==> src/rtl/brf_pkg.sv <==
package brf_pkg;
  localparam int WORD_W_DEF = 16;
  localparam int LANE_W_DEF = 8;
  localparam int N_GPR_DEF  = 8;
  localparam int N_SEG_DEF  = 4;

  typedef enum logic [2:0] {
    W_ACC = 3'd0, W_CNT = 3'd1, W_DAT = 3'd2, W_BAS = 3'd3,
    W_STK = 3'd4, W_BPT = 3'd5, W_SRC = 3'd6, W_DST = 3'd7
  } word_code_e;

  typedef enum logic [1:0] {
    S_EXTRA = 2'd0, S_CODE = 2'd1, S_STACK = 2'd2, S_DATA = 2'd3
  } seg_code_e;
endpackage

==> src/rtl/brf_decode.sv <==
module brf_decode #(
  parameter int N_REG = 8,
  parameter int LANES = 2,
  parameter int SEL_W = $clog2(N_REG)
) (
  input  logic                         we,
  input  logic                         word,
  input  logic [SEL_W-1:0]             sel,
  output logic [N_REG-1:0][LANES-1:0]  lane_we
);
  always_comb begin
    lane_we = '0;
    if (we) begin
      if (word) begin
        lane_we[sel] = '1;
      end else begin
        // upper select bit picks the lane, lower bits pick a data register
        lane_we[sel[SEL_W-2:0]][sel[SEL_W-1]] = 1'b1;
      end
    end
  end
endmodule

==> src/rtl/brf_bank.sv <==
module brf_bank #(
  parameter int N_REG  = 8,
  parameter int LANES  = 2,
  parameter int LANE_W = 8
) (
  input  logic                                     clk,
  input  logic                                     rst,
  input  logic [N_REG-1:0][LANES-1:0]              lane_we,
  input  logic [LANES-1:0][LANE_W-1:0]             wr_lane,
  output logic [N_REG-1:0][LANES-1:0][LANE_W-1:0]  q
);
  for (genvar l = 0; l < LANES; l++) begin : g_lane
    logic [LANE_W-1:0] mem [N_REG];

    always_ff @(posedge clk) begin
      for (int r = 0; r < N_REG; r++) begin
        if (rst) begin
          mem[r] <= '0;
        end else if (lane_we[r][l]) begin
          mem[r] <= wr_lane[l];
        end
      end
    end

    for (genvar r = 0; r < N_REG; r++) begin : g_out
      assign q[r][l] = mem[r];
    end
  end
endmodule

==> src/rtl/brf_read_port.sv <==
module brf_read_port #(
  parameter int N_REG  = 8,
  parameter int LANES  = 2,
  parameter int LANE_W = 8,
  parameter int SEL_W  = $clog2(N_REG)
) (
  input  logic [N_REG-1:0][LANES-1:0][LANE_W-1:0] regs,
  input  logic                                    word,
  input  logic [SEL_W-1:0]                        sel,
  output logic [LANES*LANE_W-1:0]                 data
);
  always_comb begin
    data = '0;
    if (word) begin
      data = regs[sel];
    end else begin
      data[LANE_W-1:0] = regs[sel[SEL_W-2:0]][sel[SEL_W-1]];
    end
  end
endmodule

==> src/rtl/byte_alias_regfile.sv <==
module byte_alias_regfile
  import brf_pkg::*;
#(
  parameter int WORD_W = WORD_W_DEF,
  parameter int LANE_W = LANE_W_DEF,
  parameter int N_GPR  = N_GPR_DEF,
  parameter int N_SEG  = N_SEG_DEF
) (
  input  logic                     clk,
  input  logic                     rst,
  input  logic                     wr_en,
  input  logic                     wr_size,
  input  logic [$clog2(N_GPR)-1:0] wr_sel,
  input  logic [WORD_W-1:0]        wr_data,
  input  logic                     rd_a_size,
  input  logic [$clog2(N_GPR)-1:0] rd_a_sel,
  output logic [WORD_W-1:0]        rd_a_data,
  input  logic                     rd_b_size,
  input  logic [$clog2(N_GPR)-1:0] rd_b_sel,
  output logic [WORD_W-1:0]        rd_b_data,
  input  logic                     seg_wr_en,
  input  logic [$clog2(N_SEG)-1:0] seg_wr_sel,
  input  logic [WORD_W-1:0]        seg_wr_data,
  input  logic [$clog2(N_SEG)-1:0] seg_rd_sel,
  output logic [WORD_W-1:0]        seg_rd_data
);
  localparam int LANES     = WORD_W / LANE_W;
  localparam int SEL_W     = $clog2(N_GPR);
  localparam int SEG_SEL_W = $clog2(N_SEG);

  logic [N_GPR-1:0][LANES-1:0]              gpr_we;
  logic [N_SEG-1:0][LANES-1:0]              seg_we;
  logic [LANES-1:0][LANE_W-1:0]             gpr_lane;
  logic [LANES-1:0][LANE_W-1:0]             seg_lane;
  logic [N_GPR-1:0][LANES-1:0][LANE_W-1:0]  gpr_q;
  logic [N_SEG-1:0][LANES-1:0][LANE_W-1:0]  seg_q;

  // byte writes steer the low input byte onto whichever lane is enabled
  for (genvar l = 0; l < LANES; l++) begin : g_wlane
    assign gpr_lane[l] = wr_size ? wr_data[l*LANE_W +: LANE_W] : wr_data[LANE_W-1:0];
    assign seg_lane[l] = seg_wr_data[l*LANE_W +: LANE_W];
  end

  brf_decode #(.N_REG(N_GPR), .LANES(LANES), .SEL_W(SEL_W)) u_gpr_dec (
    .we(wr_en), .word(wr_size), .sel(wr_sel), .lane_we(gpr_we)
  );

  brf_decode #(.N_REG(N_SEG), .LANES(LANES), .SEL_W(SEG_SEL_W)) u_seg_dec (
    .we(seg_wr_en), .word(1'b1), .sel(seg_wr_sel), .lane_we(seg_we)
  );

  brf_bank #(.N_REG(N_GPR), .LANES(LANES), .LANE_W(LANE_W)) u_gpr_bank (
    .clk(clk), .rst(rst), .lane_we(gpr_we), .wr_lane(gpr_lane), .q(gpr_q)
  );

  brf_bank #(.N_REG(N_SEG), .LANES(LANES), .LANE_W(LANE_W)) u_seg_bank (
    .clk(clk), .rst(rst), .lane_we(seg_we), .wr_lane(seg_lane), .q(seg_q)
  );

  brf_read_port #(.N_REG(N_GPR), .LANES(LANES), .LANE_W(LANE_W), .SEL_W(SEL_W)) u_rd_a (
    .regs(gpr_q), .word(rd_a_size), .sel(rd_a_sel), .data(rd_a_data)
  );

  brf_read_port #(.N_REG(N_GPR), .LANES(LANES), .LANE_W(LANE_W), .SEL_W(SEL_W)) u_rd_b (
    .regs(gpr_q), .word(rd_b_size), .sel(rd_b_sel), .data(rd_b_data)
  );

  assign seg_rd_data = seg_q[seg_rd_sel];
endmodule

==> config.mk <==
export PLATFORM = sky130hd
export DESIGN_NAME = byte_alias_regfile
export DESIGN_NICKNAME = d
export VERILOG_FILES = /design/src/rtl/brf_pkg.sv /design/src/rtl/brf_decode.sv /design/src/rtl/brf_bank.sv /design/src/rtl/brf_read_port.sv /design/src/rtl/byte_alias_regfile.sv
export SDC_FILE = /design/constraint.sdc
export NUM_CORES = 1
export LEC_CHECK = 0
export ABC_AREA = 1
export BUFFER_PORTS_ARGS = -buffer_cell sky130_fd_sc_hd__buf_2
export CORE_MARGIN = 2
export CORE_UTILIZATION = 51
export DETAILED_ROUTE_END_ITERATION = 16
export PLACE_DENSITY = 0.78
export SYNTH_ARGS = -nofsm -noshare
export SYNTH_HDL_FRONTEND = slang
export SYNTH_SLANG_ARGS = --single-unit
==> constraint.sdc <==
create_clock -name clk -period 2.3 [get_ports clk]
set_clock_uncertainty 0.2 [all_clocks]
set_input_delay 0.23 -clock clk [delete_from_list [all_inputs] [get_ports clk]]
set_output_delay 0.23 -clock clk [all_outputs]
set_load 0.01 [all_outputs]
# After elaboration in Yosys (flattened, before gate mapping)
# Memory sizes are Yosys's and may differ from the RTL's.
# Index checks and enable logic that the tools add are counted.
[word_totals]
elab_cells = 175
input_bits = 52
ram_bits = 192
n_memories = 4
output_inout_bits = 48
ff_bits = 0
[op_classes]
order_cmp = 15
bitwise = 24
reduce_logical = 4
mux = 128
[memory_table]
columns = ["name", "words", "width", "read_ports", "rd_ports_with_merged_regs", "wr", "line_no", "rtl"]
rows = [
  ["u_gpr_bank.g_lane[0].mem", 8, 8, 8, 0, 8, "brf_bank.sv:13", "logic [LANE_W-1:0] mem [N_REG];"],
  ["u_gpr_bank.g_lane[1].mem", 8, 8, 8, 0, 8, "brf_bank.sv:13", ""],
  ["u_seg_bank.g_lane[0].mem", 4, 8, 4, 0, 4, "brf_bank.sv:13", ""],
  ["u_seg_bank.g_lane[1].mem", 4, 8, 4, 0, 4, "brf_bank.sv:13", ""],
]
[ops]
columns = ["operator", "count"]
rows = [
  ["8-bit 2-to-1 mux", 34],
  ["16-bit 2-to-1 mux", 7],
  ["16-bit binary-select mux with 2-bit select", 3],
  ["16-bit binary-select mux with 3-bit select", 2],
  ["1-bit 2-to-1 mux", 75],
  ["1-bit bitwise OR", 24],
  ["2-bit by 4-bit < comparator with 1-bit output (second input constant)", 3],
  ["3-bit by 4-bit < comparator with 1-bit output (second input constant)", 3],
  ["2-bit demux with 2-bit select", 2],
  ["2-bit demux with 3-bit select", 1],
  ["1-bit by 2-bit < comparator with 1-bit output (second input constant)", 3],
  ["2-bit by 3-bit < comparator with 1-bit output (second input constant)", 2],
  ["2-bit 2-to-1 mux", 3],
  ["2-bit by 1-bit greater-or-equal comparator with 1-bit output (second input constant)", 2],
  ["1-bit logical AND", 4],
  ["3-bit by 1-bit greater-or-equal comparator with 1-bit output (second input constant)", 1],
  ["1-bit demux with 1-bit select", 1],
  ["1-bit greater-or-equal comparator (second input constant)", 1],
]

# Logic depth before layout (Yosys ltp)
[depth]
depth_word = 12
ltp_mapped = 9
mapped_depth_nobuf = 7

# Cells and area by module
# From an unflattened synthesis, not the netlist that was laid out.
[unflattened]
hier_cells = 1447
hier_area_um2 = 11287.1
[modules_own_cells]
columns = ["module", "area_each_um2", "cells_per_inst", "seq_area_each_um2", "instances"]
rows = [
  ["brf_bank at u_gpr_bank", 4734.5, 307, 3843.7, 1],
  ["brf_read_port", 1475.2, 348, 0.0, 2],
  ["brf_bank at u_seg_bank", 2379.8, 161, 1921.8, 1],
  ["byte_alias_regfile", 914.6, 214, 0.0, 1],
  ["brf_decode at u_gpr_dec", 210.2, 46, 0.0, 1],
  ["brf_decode at u_seg_dec", 97.6, 23, 0.0, 1],
]

# Least setup slack after synthesis
# OpenSTA, ideal clock, no wires.
[synth_path]
path_type = "input-to-reg"
from = "in wr_en"
to = "mem u_gpr_bank.g_lane[0].mem[5][2], in the netlist u_gpr_bank.g_lane[0].mem[1][10], enable pin"
path_buffers = 1
arrival_time_ns = 1.637
cell_stages = 3
required_ns = 1.689
slack_ns = 0.052
path_cell_list = "nand2_1 buf_2 o21ai_0"
[synth_lines]
columns = ["item", "line_no", "rtl"]
rows = [
  ["from (decl)", "byte_alias_regfile.sv:11", "input logic wr_en,"],
  ["to (decl)", "brf_bank.sv:13", ""],
]

==> summary.md <==
| Metric | Value |
|---|---|
| Setup_tns | 0 ps |
| Critical path class | flop to primary output |
| CP Max Fanout | 2 |
| Initial antenna violation count | 1 |
| Worst path slowest cell | edfxtp_1 |
| Commonest cells post-synth | nand2_1 (312), nor2_1 (270), edfxtp_1 (192) |
| Sequential fraction of the synthesis area | 0.5586 |
| Final Hold Viols | 0 |
| Area contributors post-synth | edfxtp_1 (56%), nand2_1 (11%), nor2_1 (9.8%) |
| Syn nets | 1,290 |
| Number of synthesized flops with an enable pin | 192 |
| Post-Syn Area | 10,320 um2 |
| DR vias | 9,214 |
| CP max stage delay | 400 ps |
| First-pass GRT wire length | 46,580 um |
| Final core utilization | 0.5951 |
| Top-count cell post-synth | nand2_1 |
| Vias in the first global route | 8,917 |
| Final period utilization | 0.8920 |
| Die ar. | 21,390 um2 |
| Postcts setup bufs | 0 |
| PortBufs | 99 |
| GRT Overall Usage | 0.2810 |
| Fillcell total | 1,772 |
| #FFs+latches synth | 192 |
| Post-Synth Simple-Gate Area | 0.2768 |
| Layout Nets | 1,390 |
| CP arrival | 1620 ps |
| HPWL after DPL | 19,840 um |
| Placer Congestion | 0.9059 |
| WL final | 29,660 um |
| Clk sink count | 192 |
| Fmax | 0.4874 GHz |
| Chip width | 146.3 um |
| Clk slew on worst S/H paths | 80 ps |
| Remaining antenna violation count after routing | 0 |
| XOR/XNOR Fraction of Synth Area | 0 |
| Syn avg cell area | 8.337 um2 |
| Crit path to | rd_b_data[3] |
| Hold Crit Class | input port to flop |
| Multiplexer share of the synthesized area | 0 |
| Core Region | 20,040 um2 |
| CTS tree | done |
| Power density cells | 721.4 nW/um2 |
| Row cnt | 52 |
| Layout cell share with drive strength beyond 1 | 0.1429 |
| Htree depth | 4 |
| Run status | completed |
| Yosys top cell area share | 0.5586 |
| Maxcap violations | 0 |
| Layout area overhead | 15.54% |
| # hold bufs at CTS | 16 |
| Crit path top cell by count | nand2_1 |
| Largest net degree at the start of global routing | 65 |
| CTS max path bufs | 2 |
| # setup viols final | 0 |
| Root Buffer | clkbuf_16 |
| Via/cell ratio | 5.681 |
| Synth Area in Compound Gates | 0.08862 |
| Routed len/inst | 18.29 um |
| Tot Pwr | 8.603 mW |
| Startpoint types | flop |
| Crit end category | primary output |
| Initial Util | 0.5150 |
| Max VDD drop | 0.0006431 V |
| Synth Instances | 1,238 |
| Cell taking the most area after synthesis | edfxtp_1 |
| Initial DRC count | 1,029 |
| Height of the die | 146.3 um |
| CP startpoint | u_gpr_bank.g_lane[1].mem[0][3] |
| Rel. slew slack | 0.6378 |
| Crit-path cells | nand2_1 -> nand3_1 -> nand2_1 -> nand2_1 -> nand3_1 -> nand2_1 -> buf_2 |
| WP data required | 1870 ps |
| Gr ovfl total | 0 |
| Post-Synth Adder-Cell Area | 0 |
| Post-synth ARST share | 0 |
| Leakage | 5.223 nW |
| Cts repair resizes | 0 |
| Largest family of logic cells by synthesized area | simple AND/OR/NAND/NOR gates |
| DRC Markers | 0 |
| Slew at the pin closest to its max-slew limit | 542.7 ps |
| Count of cell types in the netlist | 25 |
| IO Count | 100 |
| Synth Warn # | 0 |
| RSZ-0062 raised after global routing | no |
| Main synth FF type | edfxtp_1 |
| Pre-antenna DRT Iters | 5 |
| TritonCTS Buffers | 17 |
| Min Tclk post-route | 2052 ps |
| Fin. max-slew vios | 0 |
through the flow:
step | setup slack (ps) | cells | instance area (um2) | hold slack [ps]
final | 248.4 | 1622 | 11930 | 58.35
after global routing | 189.5 | 1621 | 11920 | 84.54
after CTS | 285.1 | 1621 | 11920 | 66.03
after detailed placement | 398.8 | 1573 | 11110 | 372.7
after global placement | 412.9 | 1573 | 11110 | 364.8
after floorplan | 51.56 | 1238 | 10320 | 273.1
critical path: cells and delay by family (launching register included):
kind	cells	cell delay, ps
AND/OR/NAND/NOR	6	590
flip-flops	1	400
buffers and inverters	1	170
logic make-up (layout without fill, tap and decap cells):
kind of cell | Yosys count | after routing
simple gates | 710 | 710
buf+inv | 180 | 293
flops | 192 | 192
compound gates | 156 | 156
other cells | 0 | 1
flip-flops by register name, summed over array words and instances, names as in the netlist:
signal	cells
u_seg_bank.g_lane.mem	64
u_gpr_bank.g_lane.mem	128
power by group:
group | leakage [nW] | internal (mW) | total, mW | switching (mW)
logic | 3.05 | 0.390 | 1.24 | 0.847
clock network | 0.314 | 1.55 | 3.20 | 1.65
registers | 1.86 | 4.08 | 4.16 | 0.0791
total | 5.22 | 6.03 | 8.60 | 2.58
worst min path at each step:
stage / from / slack, ps / cells after the start / endpoint
6_report: wr_data[10] / 60 / 3 / u_gpr_bank.g_lane[1].mem[1][26]
5_1_grt: wr_data[10] / 80 / 3 / u_gpr_bank.g_lane[1].mem[0][26]
4_1_cts: wr_data[10] / 70 / 3 / u_gpr_bank.g_lane[1].mem[1][18]
3_5_place_dp: seg_wr_data[5] / 370 / 3 / u_seg_bank.g_lane[0].mem[1][5]
3_3_place_gp: seg_wr_data[6] / 360 / 3 / u_seg_bank.g_lane[0].mem[0][6]
2_1_floorplan: seg_wr_data[0] / 270 / 2 / u_seg_bank.g_lane[0].mem[0][0]
area by class of cell:
cell class	instances	area, um2	share of cell area
Antenna cell	1	2.502	0.0002098
Tap cell	270	337.8	0.02833
Sequential cell	192	5766	0.4835
Clock inverter	15	226.5	0.01899
Timing Repair Buffer	153	991.0	0.08310
Clock buffer	17	425.4	0.03567
Multi-Input combinational cell	866	3771	0.3162
Inverter	108	405.4	0.03399
cells in the final DEF (no fill, tap or decap):
cell type,synthesis,layout
or2_2,3,3
nor2_1,270,270
clkbuf_16,0,17
clkinv_8,0,4
o21ai_2,8,8
buf_2,36,99
nand4_2,1,1
inv_12,0,5
edfxtp_1,192,192
o21ai_1,1,4
inv_2,6,6
a21oi_1,32,32
o211ai_1,32,32
dlygate4sd3_1,0,16
nand4_1,3,3
buf_4,9,34
inv_8,0,2
nand3_2,1,1
nand3_1,114,114
or2_1,1,1
diode_2,0,1
inv_16,0,2
o22ai_1,19,19
inv_1,94,94
nand2_2,4,4
clkinv_1,8,8
buf_12,0,4
nor3_2,1,1
nand2_1,312,312
inv_6,0,2
o21ai_0,64,61
layer usage:
metal  GRT usage  up-vias  share of wire
met5           0        -              0
met4      0.1291        0          0.043
met3     0.05313      105          0.094
met2      0.4606      556           0.47
met1      0.3652     4260           0.39
li1            -     4293              -
Note: power is estimated with default switching activity, not from simulation.
